`src/rtl/pgsl_pkg.sv`:
```
package pgsl_pkg;
  localparam int FS_W = 3;

  typedef struct packed {
    logic [FS_W-1:0] fs;
    logic            func;
    logic            dbg;
    logic            trusted;
  } strap_cfg_t;

  localparam strap_cfg_t CFG_DEFAULT = '{fs: '0, func: 1'b0, dbg: 1'b0, trusted: 1'b1};
endpackage

```
`src/rtl/pgsl_sync.sv`:
```
module pgsl_sync #(
  parameter int STAGES = 2
) (
  input  logic clk,
  input  logic rst_n,
  input  logic async_in,
  output logic sync_o,
  output logic qual_o
);
  logic [STAGES-1:0] chain;
  logic              hold_q;

  generate
    for (genvar i = 0; i < STAGES; i++) begin : g_stage
      if (i == 0) begin : g_first
        always_ff @(posedge clk or negedge rst_n)
          if (!rst_n) chain[0] <= 1'b0;
          else        chain[0] <= async_in;
      end else begin : g_next
        always_ff @(posedge clk or negedge rst_n)
          if (!rst_n) chain[i] <= 1'b0;
          else        chain[i] <= chain[i-1];
      end
    end
  endgenerate

  always_ff @(posedge clk or negedge rst_n)
    if (!rst_n) hold_q <= 1'b0;
    else        hold_q <= chain[STAGES-1];

  assign sync_o = chain[STAGES-1];
  assign qual_o = chain[STAGES-1] & hold_q;
endmodule

```
`src/rtl/pgsl_capture.sv`:
```
module pgsl_capture
  import pgsl_pkg::*;
(
  input  logic       clk,
  input  logic       rst_n,
  input  logic       pg_sync,
  input  logic       pg_qual,
  input  logic       test_en,
  input  strap_cfg_t straps,
  output strap_cfg_t cfg_q,
  output logic       done_q,
  output logic       pd_q
);
  logic load;
  assign load = pg_qual & (~done_q | test_en);

  always_ff @(posedge clk or negedge rst_n) begin
    if (!rst_n) begin
      cfg_q  <= CFG_DEFAULT;
      done_q <= 1'b0;
      pd_q   <= 1'b0;
    end else begin
      if (load) begin
        cfg_q  <= straps;
        done_q <= 1'b1;
      end
      pd_q <= done_q & ~pg_sync;
    end
  end
endmodule

```
`src/rtl/pgsl_route.sv`:
```
module pgsl_route
  import pgsl_pkg::*;
(
  input  strap_cfg_t cfg,
  input  logic       test_en,
  output logic       pair_a_alt,
  output logic       pair_b_src,
  output logic       dbg_cpu,
  output logic       out_tristate,
  output logic       out_refdiv
);
  always_comb begin
    pair_a_alt   = cfg.func;
    pair_b_src   = cfg.func;
    dbg_cpu      = cfg.dbg;
    out_tristate = test_en & ~cfg.fs[1];
    out_refdiv   = test_en &  cfg.fs[1];
  end
endmodule

```
`src/rtl/pgood_strap_latch.sv`:
```
module pgood_strap_latch
  import pgsl_pkg::*;
#(
  parameter int SYNC_STAGES = 2
) (
  input  logic            clk,
  input  logic            rst_n,
  input  logic            pg_pd_n,
  input  logic [FS_W-1:0] fs_strap,
  input  logic            func_strap,
  input  logic            dbg_strap,
  input  logic            trust_strap,
  input  logic            test_en,
  output logic [FS_W-1:0] cfg_fs,
  output logic            cfg_func,
  output logic            cfg_dbg,
  output logic            cfg_trusted,
  output logic            strap_done,
  output logic            pair_a_alt,
  output logic            pair_b_src,
  output logic            dbg_cpu,
  output logic            pd_req,
  output logic            out_tristate,
  output logic            out_refdiv
);
  logic       pg_sync, pg_qual;
  strap_cfg_t straps, cfg;

  assign straps = '{fs: fs_strap, func: func_strap, dbg: dbg_strap, trusted: trust_strap};

  pgsl_sync #(.STAGES(SYNC_STAGES)) u_sync (
    .clk(clk), .rst_n(rst_n), .async_in(pg_pd_n), .sync_o(pg_sync), .qual_o(pg_qual)
  );

  pgsl_capture u_cap (
    .clk(clk), .rst_n(rst_n), .pg_sync(pg_sync), .pg_qual(pg_qual), .test_en(test_en),
    .straps(straps), .cfg_q(cfg), .done_q(strap_done), .pd_q(pd_req)
  );

  pgsl_route u_route (
    .cfg(cfg), .test_en(test_en), .pair_a_alt(pair_a_alt), .pair_b_src(pair_b_src),
    .dbg_cpu(dbg_cpu), .out_tristate(out_tristate), .out_refdiv(out_refdiv)
  );

  assign cfg_fs      = cfg.fs;
  assign cfg_func    = cfg.func;
  assign cfg_dbg     = cfg.dbg;
  assign cfg_trusted = cfg.trusted;
endmodule

```
`config.mk`:
```
export PLATFORM = sky130hd
export DESIGN_NAME = pgood_strap_latch
export DESIGN_NICKNAME = d
export VERILOG_FILES = /design/src/rtl/pgsl_pkg.sv /design/src/rtl/pgsl_sync.sv /design/src/rtl/pgsl_capture.sv /design/src/rtl/pgsl_route.sv /design/src/rtl/pgood_strap_latch.sv
export SDC_FILE = /design/constraint.sdc
export NUM_CORES = 1
export LEC_CHECK = 0
export ABC_CLOCK_PERIOD_IN_PS = 1240
export BUFFER_PORTS_ARGS = -buffer_cell sky130_fd_sc_hd__buf_2
export CAP_MARGIN = 0
export CORE_AREA = 2 2 39 41
export CTS_BUF_LIST = sky130_fd_sc_hd__clkbuf_8
export DETAILED_ROUTE_END_ITERATION = 10
export DIE_AREA = 0 0 41 43
export GPL_ROUTABILITY_DRIVEN = 0
export HOLD_SLACK_MARGIN = 0.12
export PLACE_DENSITY = 0.67
export SETUP_SLACK_MARGIN = 0.4
export SLEW_MARGIN = 20
export SYNTH_ARGS = -nofsm -noshare
export SYNTH_HDL_FRONTEND = slang
export SYNTH_HIERARCHICAL = 1
export SYNTH_SLANG_ARGS = --single-unit
```
`constraint.sdc`:
```
create_clock -name clk -period 1.24 [get_ports clk]
set_input_delay 0.062 -clock clk [delete_from_list [all_inputs] [get_ports clk]]
set_output_delay 0.062 -clock clk [all_outputs]
set_load 0.05 [all_outputs]
```
; Word level (Yosys, flattened, before mapping)
; Index checks and enable logic that the tools add are counted.
[word_totals]
reg_bits = 11
input_bits = 10
wordCells = 18
[classes]
n_bitwise = 9
[op_table]
columns = operator, count
row1 = 1-bit bitwise AND, 5
row2 = 1-bit inverter, 3
row3 = 1-bit OR, 1

; Depth between registers and ports, before layout
; Gate-level depths: netlist (run 1).
[depth]
depth_word = 3
depth_mapped = 3
depth_no_buf = 3

; Modules after synthesis
; The synthesis (run 1) kept the hierarchy.
[modules_own_cells]
columns = mod, instances, cells_per_inst, area_each_um2, seq_area_each_um2
row1 = pgsl_capture, 1, 18, 299.0, 201.4
row2 = pgsl_sync, 1, 4, 81.3, 75.1
row3 = pgsl_route, 1, 5, 38.8, 0.0

; Worst setup path after synthesis (run 1)
; OpenSTA, ideal clock, no wires.
[synth_timing]
kind = reg-to-reg
startpoint = register u_cap.done_q
endpoint = register u_cap/cfg_q[1] (netlist name)
setup_time_ns = 0.125
t_arrival_ns = 1.300
t_required_ns = 1.115
slack_ns = -0.185
path_stages_with_launch = 4
path_buffers = 0
synth_period_minus_slack_ns = 1.425
cell_sequence = dfrtp_1 -> inv_2 -> o21ai_4 -> mux2_2
[synth_between]
elab_chain_len = 3
[synth_rtl]
columns = item, line
row1 = "start, declared", pgsl_capture.sv:11  ; output logic done_q,
row2 = "start signal, assigned", pgsl_capture.sv:20  ; done_q <= 1'b0;
row3 = "start signal, assigned", pgsl_capture.sv:25  ; done_q <= 1'b1;
row4 = 1-bit inverter, pgsl_capture.sv:15  ; assign load = pg_qual & (~done_q | test_en);
row5 = 1-bit OR, pgsl_capture.sv:15
row6 = 1-bit bitwise AND, pgsl_capture.sv:15
row7 = "end signal, assigned", pgsl_capture.sv:24  ; cfg_q <= straps;
row8 = "end, declared", pgsl_capture.sv:10  ; output strap_cfg_t cfg_q,
; No other way between the ends.
; A chain may end at the register's enable or synchronous reset.

; Worst setup path in the final report (run 1)
[layout_timing]
startpoint = register u_cap.done_q
endpoint = register u_cap/cfg_q[4] (netlist name)
; The elaborated chain is that of the path after synthesis.

==> results.toml, run 1 <==
[status]
outcome = "complete, no violations"

[clock_network]
numCtsBuffers = 3
cts_hold_buf = 3
h-tree-depth = 1
clk_latency_ns = 0.23
cts_tree = "built"
clock_sinks = 11
cts_root_buf = "clkbuf_8"
clk_pin_slew_worst_paths_ns = 0.05
cts_buffer_depth = 2

[final_layout]
area_delta_synth_final_pct = 78.8
final_cells = 73
finish.utilization_pct = 54.2
final_common_cell = "buf_6"
fin_nets = 68
drive_gt1_share_pct = 75.4
design_area_sq_um = 749
final_cell_mix = "10 x buf_6, 9 x buf_2, 9 x dfrtp_1, 5 x mux2_4, 4 x buf_4"
insertedDiodeCount = 0

[setup_path]
crit_path_end_kind = "flip-flop"
cp.required_ns = 1.36
critPathArrivalTime_ns = 1.25
worstSetupStartpointType = "flip-flop"
slowest_delay_ns = 0.37
path_cells = "inv_2, o21ai_4, mux2_4"
crit_type = "flip-flop to flip-flop"
crit_slowest_cell = "dfrtp_2"
worstPathMaxFanout = 6

[pwr]
p_per_area_mw_per_mm2 = 1800
pwr-share-comb_pct = 40.7
seq_power_share_pct = 33.6
ir_worst_vdd_mv = 0.918
clkPwrFrac_pct = 25.7
power_mw = 1.35
p_leak_nw = 0.378
intPower_mw = 0.863
switching_share_pct = 35.8
p_switching_mw = 0.482

[global_route]
gr-usage-all-layers_pct = 11.1
grt_max_degree = 12
grt-ovfl-total = 0
grt_pass1_wl_mm = 1.25
grt_pass1_vias = 290
antenna_found_initial = 0

[min_path]
hold_class = "input pin to flip-flop"

[timing]
min_period_ns = 1.13
clock_skew_ns = 0.00229
rsz0062_at_grt = "true"
whs_ns = 0.0610
period_share_pct = 91.2
fmax_ghz = 0.884
worst_pin_slew_ns = 0.295
setup_viol = 0
hold_violations = 0
fin_ws_ns = 0.109
tns_ns = 0
slew_headroom_pct = 80.2
drv_slew = 0

[floorplan]
dieArea_sq_mm = 0.00176
core_region_area_sq_mm = 0.00138
die_w_um = 41
fp.dieH_um = 43
start_util_pct = 30.3
io_pins = 23
rows = 14

[route]
drtAntennaViolNets = 0
wl_um = 854
dr.pass1.iters = 2
drcViolationCount = 0
wl_per_cell_um = 11.7
dr.first_iter.drc_count = 3
vias = 303
viasPerCell = 4.15

[place]
dpl_cell_area_sq_um = 529
place_inst = 62
portBuffers = 22
pre_cts_ws_ns = 0.0792

[yosys]
synth_seq_cells = 11
yosysWarnings = 6
avgSynthCellArea_sq_um = 15.5
yosysUniqueCellTypes = 11
syn_area_sq_um = 419
synth_nets = 37
syn_inst = 27
seq_area_frac_synth_pct = 66.0

[run]
maxCapViolCount = 0
==> cells in the mapped netlist <==
cell type	n	area (sq um)
dfrtp_1	10	250
mux2_2	6	67.6
buf_4	3	22.5
and2_1	1	6.26
and2_2	1	7.51
and2b_2	1	8.76
dfstp_2	1	26.3
inv_2	1	3.75
nor2_1	1	3.75
o21ai_4	1	16.3
or2_2	1	6.26
==> cell families (layout without fill, tap and decap cells) <==
| family | Yosys count | count (layout) | synth area share [%] |
|---|---|---|---|
| AOI/OAI and AO/OA | 1 | 1 | 3.88 |
| buffers and inverters | 4 | 34 | 6.27 |
| and+or+nand+nor | 5 | 5 | 7.76 |
| muxes | 6 | 6 | 16.1 |
| DFF | 11 | 11 | 66.0 |
==> power by group through the flow <==
| stage | registers, mW | clock network (mW) | logic (mW) |
|---|---|---|---|
| after detailed placement | 0.440 | 0 | 0.397 |
| final | 0.452 | 0.346 | 0.547 |
| after global routing | 0.458 | 0.372 | 0.569 |
| after global placement | 0.439 | 0 | 0.394 |
| after CTS | 0.451 | 0.356 | 0.522 |
| after floorplan | 0.585 | 0 | 0.183 |
==> state kept, by name (all words and copies together) (netlist names) <==
name and flops:
u_cap/cfg_q 6, u_cap/done_q 1, u_cap/pd_q 1, u_sync/chain 1, u_sync/hold_q 1, u_sync/sync_o 1
==> layout make-up <==
| cell class | count | area, sq um |
|---|---|---|
| sequential | 11 | 278 |
| clock inverter | 1 | 3.75 |
| tap | 16 | 20.0 |
| fill | 119 | 634 |
| clock buffer | 3 | 41.3 |
| inverter | 1 | 3.75 |
| timing repair buffer | 29 | 263 |
| multi-input combinational | 12 | 140 |
==> final timing paths <==
path	startpoint	endpoint	slack (ns)	depth (start not counted)
setup / recovery	u_cap/done_q	u_cap/cfg_q[4]	0.11	3
hold / removal	func_strap	u_cap/cfg_q[2]	0.06	2
setup reg to reg	u_cap/done_q	u_cap/cfg_q[4]	0.11	3
hold reg to reg	u_sync/chain[0]	u_sync/sync_o	0.35	0
max in group asynchronous	rst_n	u_cap/cfg_q[0]	0.75	2
min in group asynchronous	rst_n	u_sync/chain[0]	0.23	2
==> timing repair <==
action / CTS / global route
endpoints found under the hold margin: 18 / 5
endpoints found under the setup margin: 20 / 19
resized for setup: 31 / 5
pin swaps: 1 / 1
buffers inserted: 3 / 1
==> critical path, delay by kind of cell, from the launching register on <==
kind / cells / cell delay [ns]
DFF: 1 / 0.37
muxes: 1 / 0.33
AOI/OAI and AO/OA: 1 / 0.26
buffers and inverters: 1 / 0.05
==> metal layers <==
layer / share of wire (%) / GRT usage, % / vias to the layer above
li1: - / - / 144
met1: 43 / 12.9 / 141
met2: 47 / 15.3 / 18
met3: 10 / 3.66 / 0
met4: 0 / 10.0 / 0
met5: 0 / 0 / -
No activity file was read; power rests on OpenSTA's default activity.
==> run 2, diff against run 1 <==
--- a/config.mk
+++ b/config.mk
@@ -9,7 +9,6 @@
 export BUFFER_PORTS_ARGS = -buffer_cell sky130_fd_sc_hd__buf_2
 export CAP_MARGIN = 0
 export CORE_AREA = 2 2 39 41
-export CTS_BUF_LIST = sky130_fd_sc_hd__clkbuf_8
 export DETAILED_ROUTE_END_ITERATION = 10
 export DIE_AREA = 0 0 41 43
 export GPL_ROUTABILITY_DRIVEN = 0
==> run 2 against run 1 <==
Against the previous run: setup slack got worse by 0.011 ns; via count grew 4.6%; global-route usage up 0.72 points; power down 7.1%; critical path depth is the same; register-to-register slack barely moved; sequential share of layout area shrank 1.1 points; flip-flop and latch count is the same; final cell count increased by 5.5%.
==> results.toml, run 2 (synthesis gave the netlist of run 1 again) <==
[route]
viasPerCell = 4.12
wl_per_cell_um = 11.8
dr.pass1.iters = 1
vias = 317
drcViolationCount = 0
drtAntennaViolNets = 0
dr.first_iter.drc_count = 0
wl_um = 908

[floorplan]
die_w_um = 41
dieArea_sq_mm = 0.00176
start_util_pct = 30.3
core_region_area_sq_mm = 0.00138
io_pins = 23
rows = 14
fp.dieH_um = 43

[clock_network]
cts_root_buf = "clkbuf_4"
clk_latency_ns = 0.26
clk_pin_slew_worst_paths_ns = 0.07
clock_sinks = 11
h-tree-depth = 1
cts_tree = "built"
cts_buffer_depth = 2
numCtsBuffers = 3

[timing]
setup_viol = 0
clock_skew_ns = 0.00353
min_period_ns = 1.14
fin_ws_ns = 0.0978
fmax_ghz = 0.875
hold_violations = 0
drv_slew = 0
tns_ns = 0
period_share_pct = 92.1
slew_headroom_pct = 79.4
rsz0062_at_grt = "true"
whs_ns = 0.185
worst_pin_slew_ns = 0.307

[global_route]
grt_pass1_wl_mm = 1.30
antenna_found_initial = 0
grt_pass1_vias = 295
grt_max_degree = 12
grt-ovfl-total = 0
gr-usage-all-layers_pct = 11.8

[setup_path]
crit_slowest_cell = "dfrtp_2"
reg2reg_depth = 3
path_cells = "inv_2, o21ai_4, mux2_4"
crit_type = "flip-flop to flip-flop"
crit_path_end_kind = "flip-flop"
critPathArrivalTime_ns = 1.29
endpoint = "u_cap/cfg_q[2]"
reg2reg_from = "u_cap/done_q"
cp.required_ns = 1.39
rrSetupSlack_ns = 0.1
slowest_delay_ns = 0.37
worstSetupStartpointType = "flip-flop"
startpoint = "u_cap/done_q"
r2r_end = "u_cap/cfg_q[2]"
worstPathMaxFanout = 6

[final_layout]
largest_reg_flops = 6
drive_gt1_share_pct = 68.9
design_area_sq_um = 773
area_delta_synth_final_pct = 84.5
insertedDiodeCount = 0
final_cell_mix = "10 x buf_6, 9 x buf_2, 9 x dfrtp_1, 8 x dlygate4sd3_1, 5 x mux2_4"
final_common_cell = "buf_6"
finish.utilization_pct = 55.9
final_cells = 77
largest-register = "u_cap/cfg_q"
fin_nets = 72

[pwr]
power_mw = 1.25
ir_worst_vdd_mv = 0.786
p_leak_nw = 0.383
p_per_area_mw_per_mm2 = 1620

[place]
portBuffers = 22
place_inst = 62
dpl_cell_area_sq_um = 529
pre_cts_ws_ns = 0.0792

[status]
outcome = "complete, no violations"

[run]
maxCapViolCount = 0

[min_path]
hold_class = "input pin to asynchronous set/reset pin"
-- run 2: routing by layer --
| layer | track usage, % | routed length (um) |
|---|---|---|
| met4 | 10.0 | 0 |
| met2 | 17.5 | 446 |
| met1 | 13.9 | 397 |
| met5 | 0 | 0 |
| met3 | 2.09 | 64 |
-- run 2: critical path, delay by kind of cell (launching register included) --
family	cells	cell delay, ns
compound gates	1	0.27
buf+inv	1	0.05
flops	1	0.37
mux	1	0.34
-- run 2: final cells by class --
class / instances / area, sq um
Inverter: 1 / 3.75
Sequential cell: 11 / 278
Tap cell: 16 / 20.0
Multi-Input combinational cell: 12 / 140
Clock buffer: 4 / 26.3
Fill cell: 116 / 611
Timing Repair Buffer: 33 / 305
-- run 2: worst min-delay path by stage --
stage / endpoint
after floorplan: u_cap/cfg_q[1]
after global placement: u_cap/cfg_q[5]
after detailed placement: u_cap/cfg_q[5]
after CTS: u_cap/cfg_q[5]
after global routing: u_cap/cfg_q[3]
final: u_sync/chain[0]
-- run 2: power breakdown --
group | internal [mW] | leakage [nW] | total (mW) | switching, mW
Combinational | 0.244 | 0.243 | 0.557 | 0.313
Sequential | 0.409 | 0.125 | 0.452 | 0.0432
Clock | 0.124 | 0.0150 | 0.240 | 0.115
-- run 2: repair_timing --
action,4_1_cts,5_1_grt
resized for setup,32,4
hold buffers,8,0
setup endpoints to repair,20,20
pin swaps,0,2
setup buffers,2,1
endpoints found under the hold margin,18,0
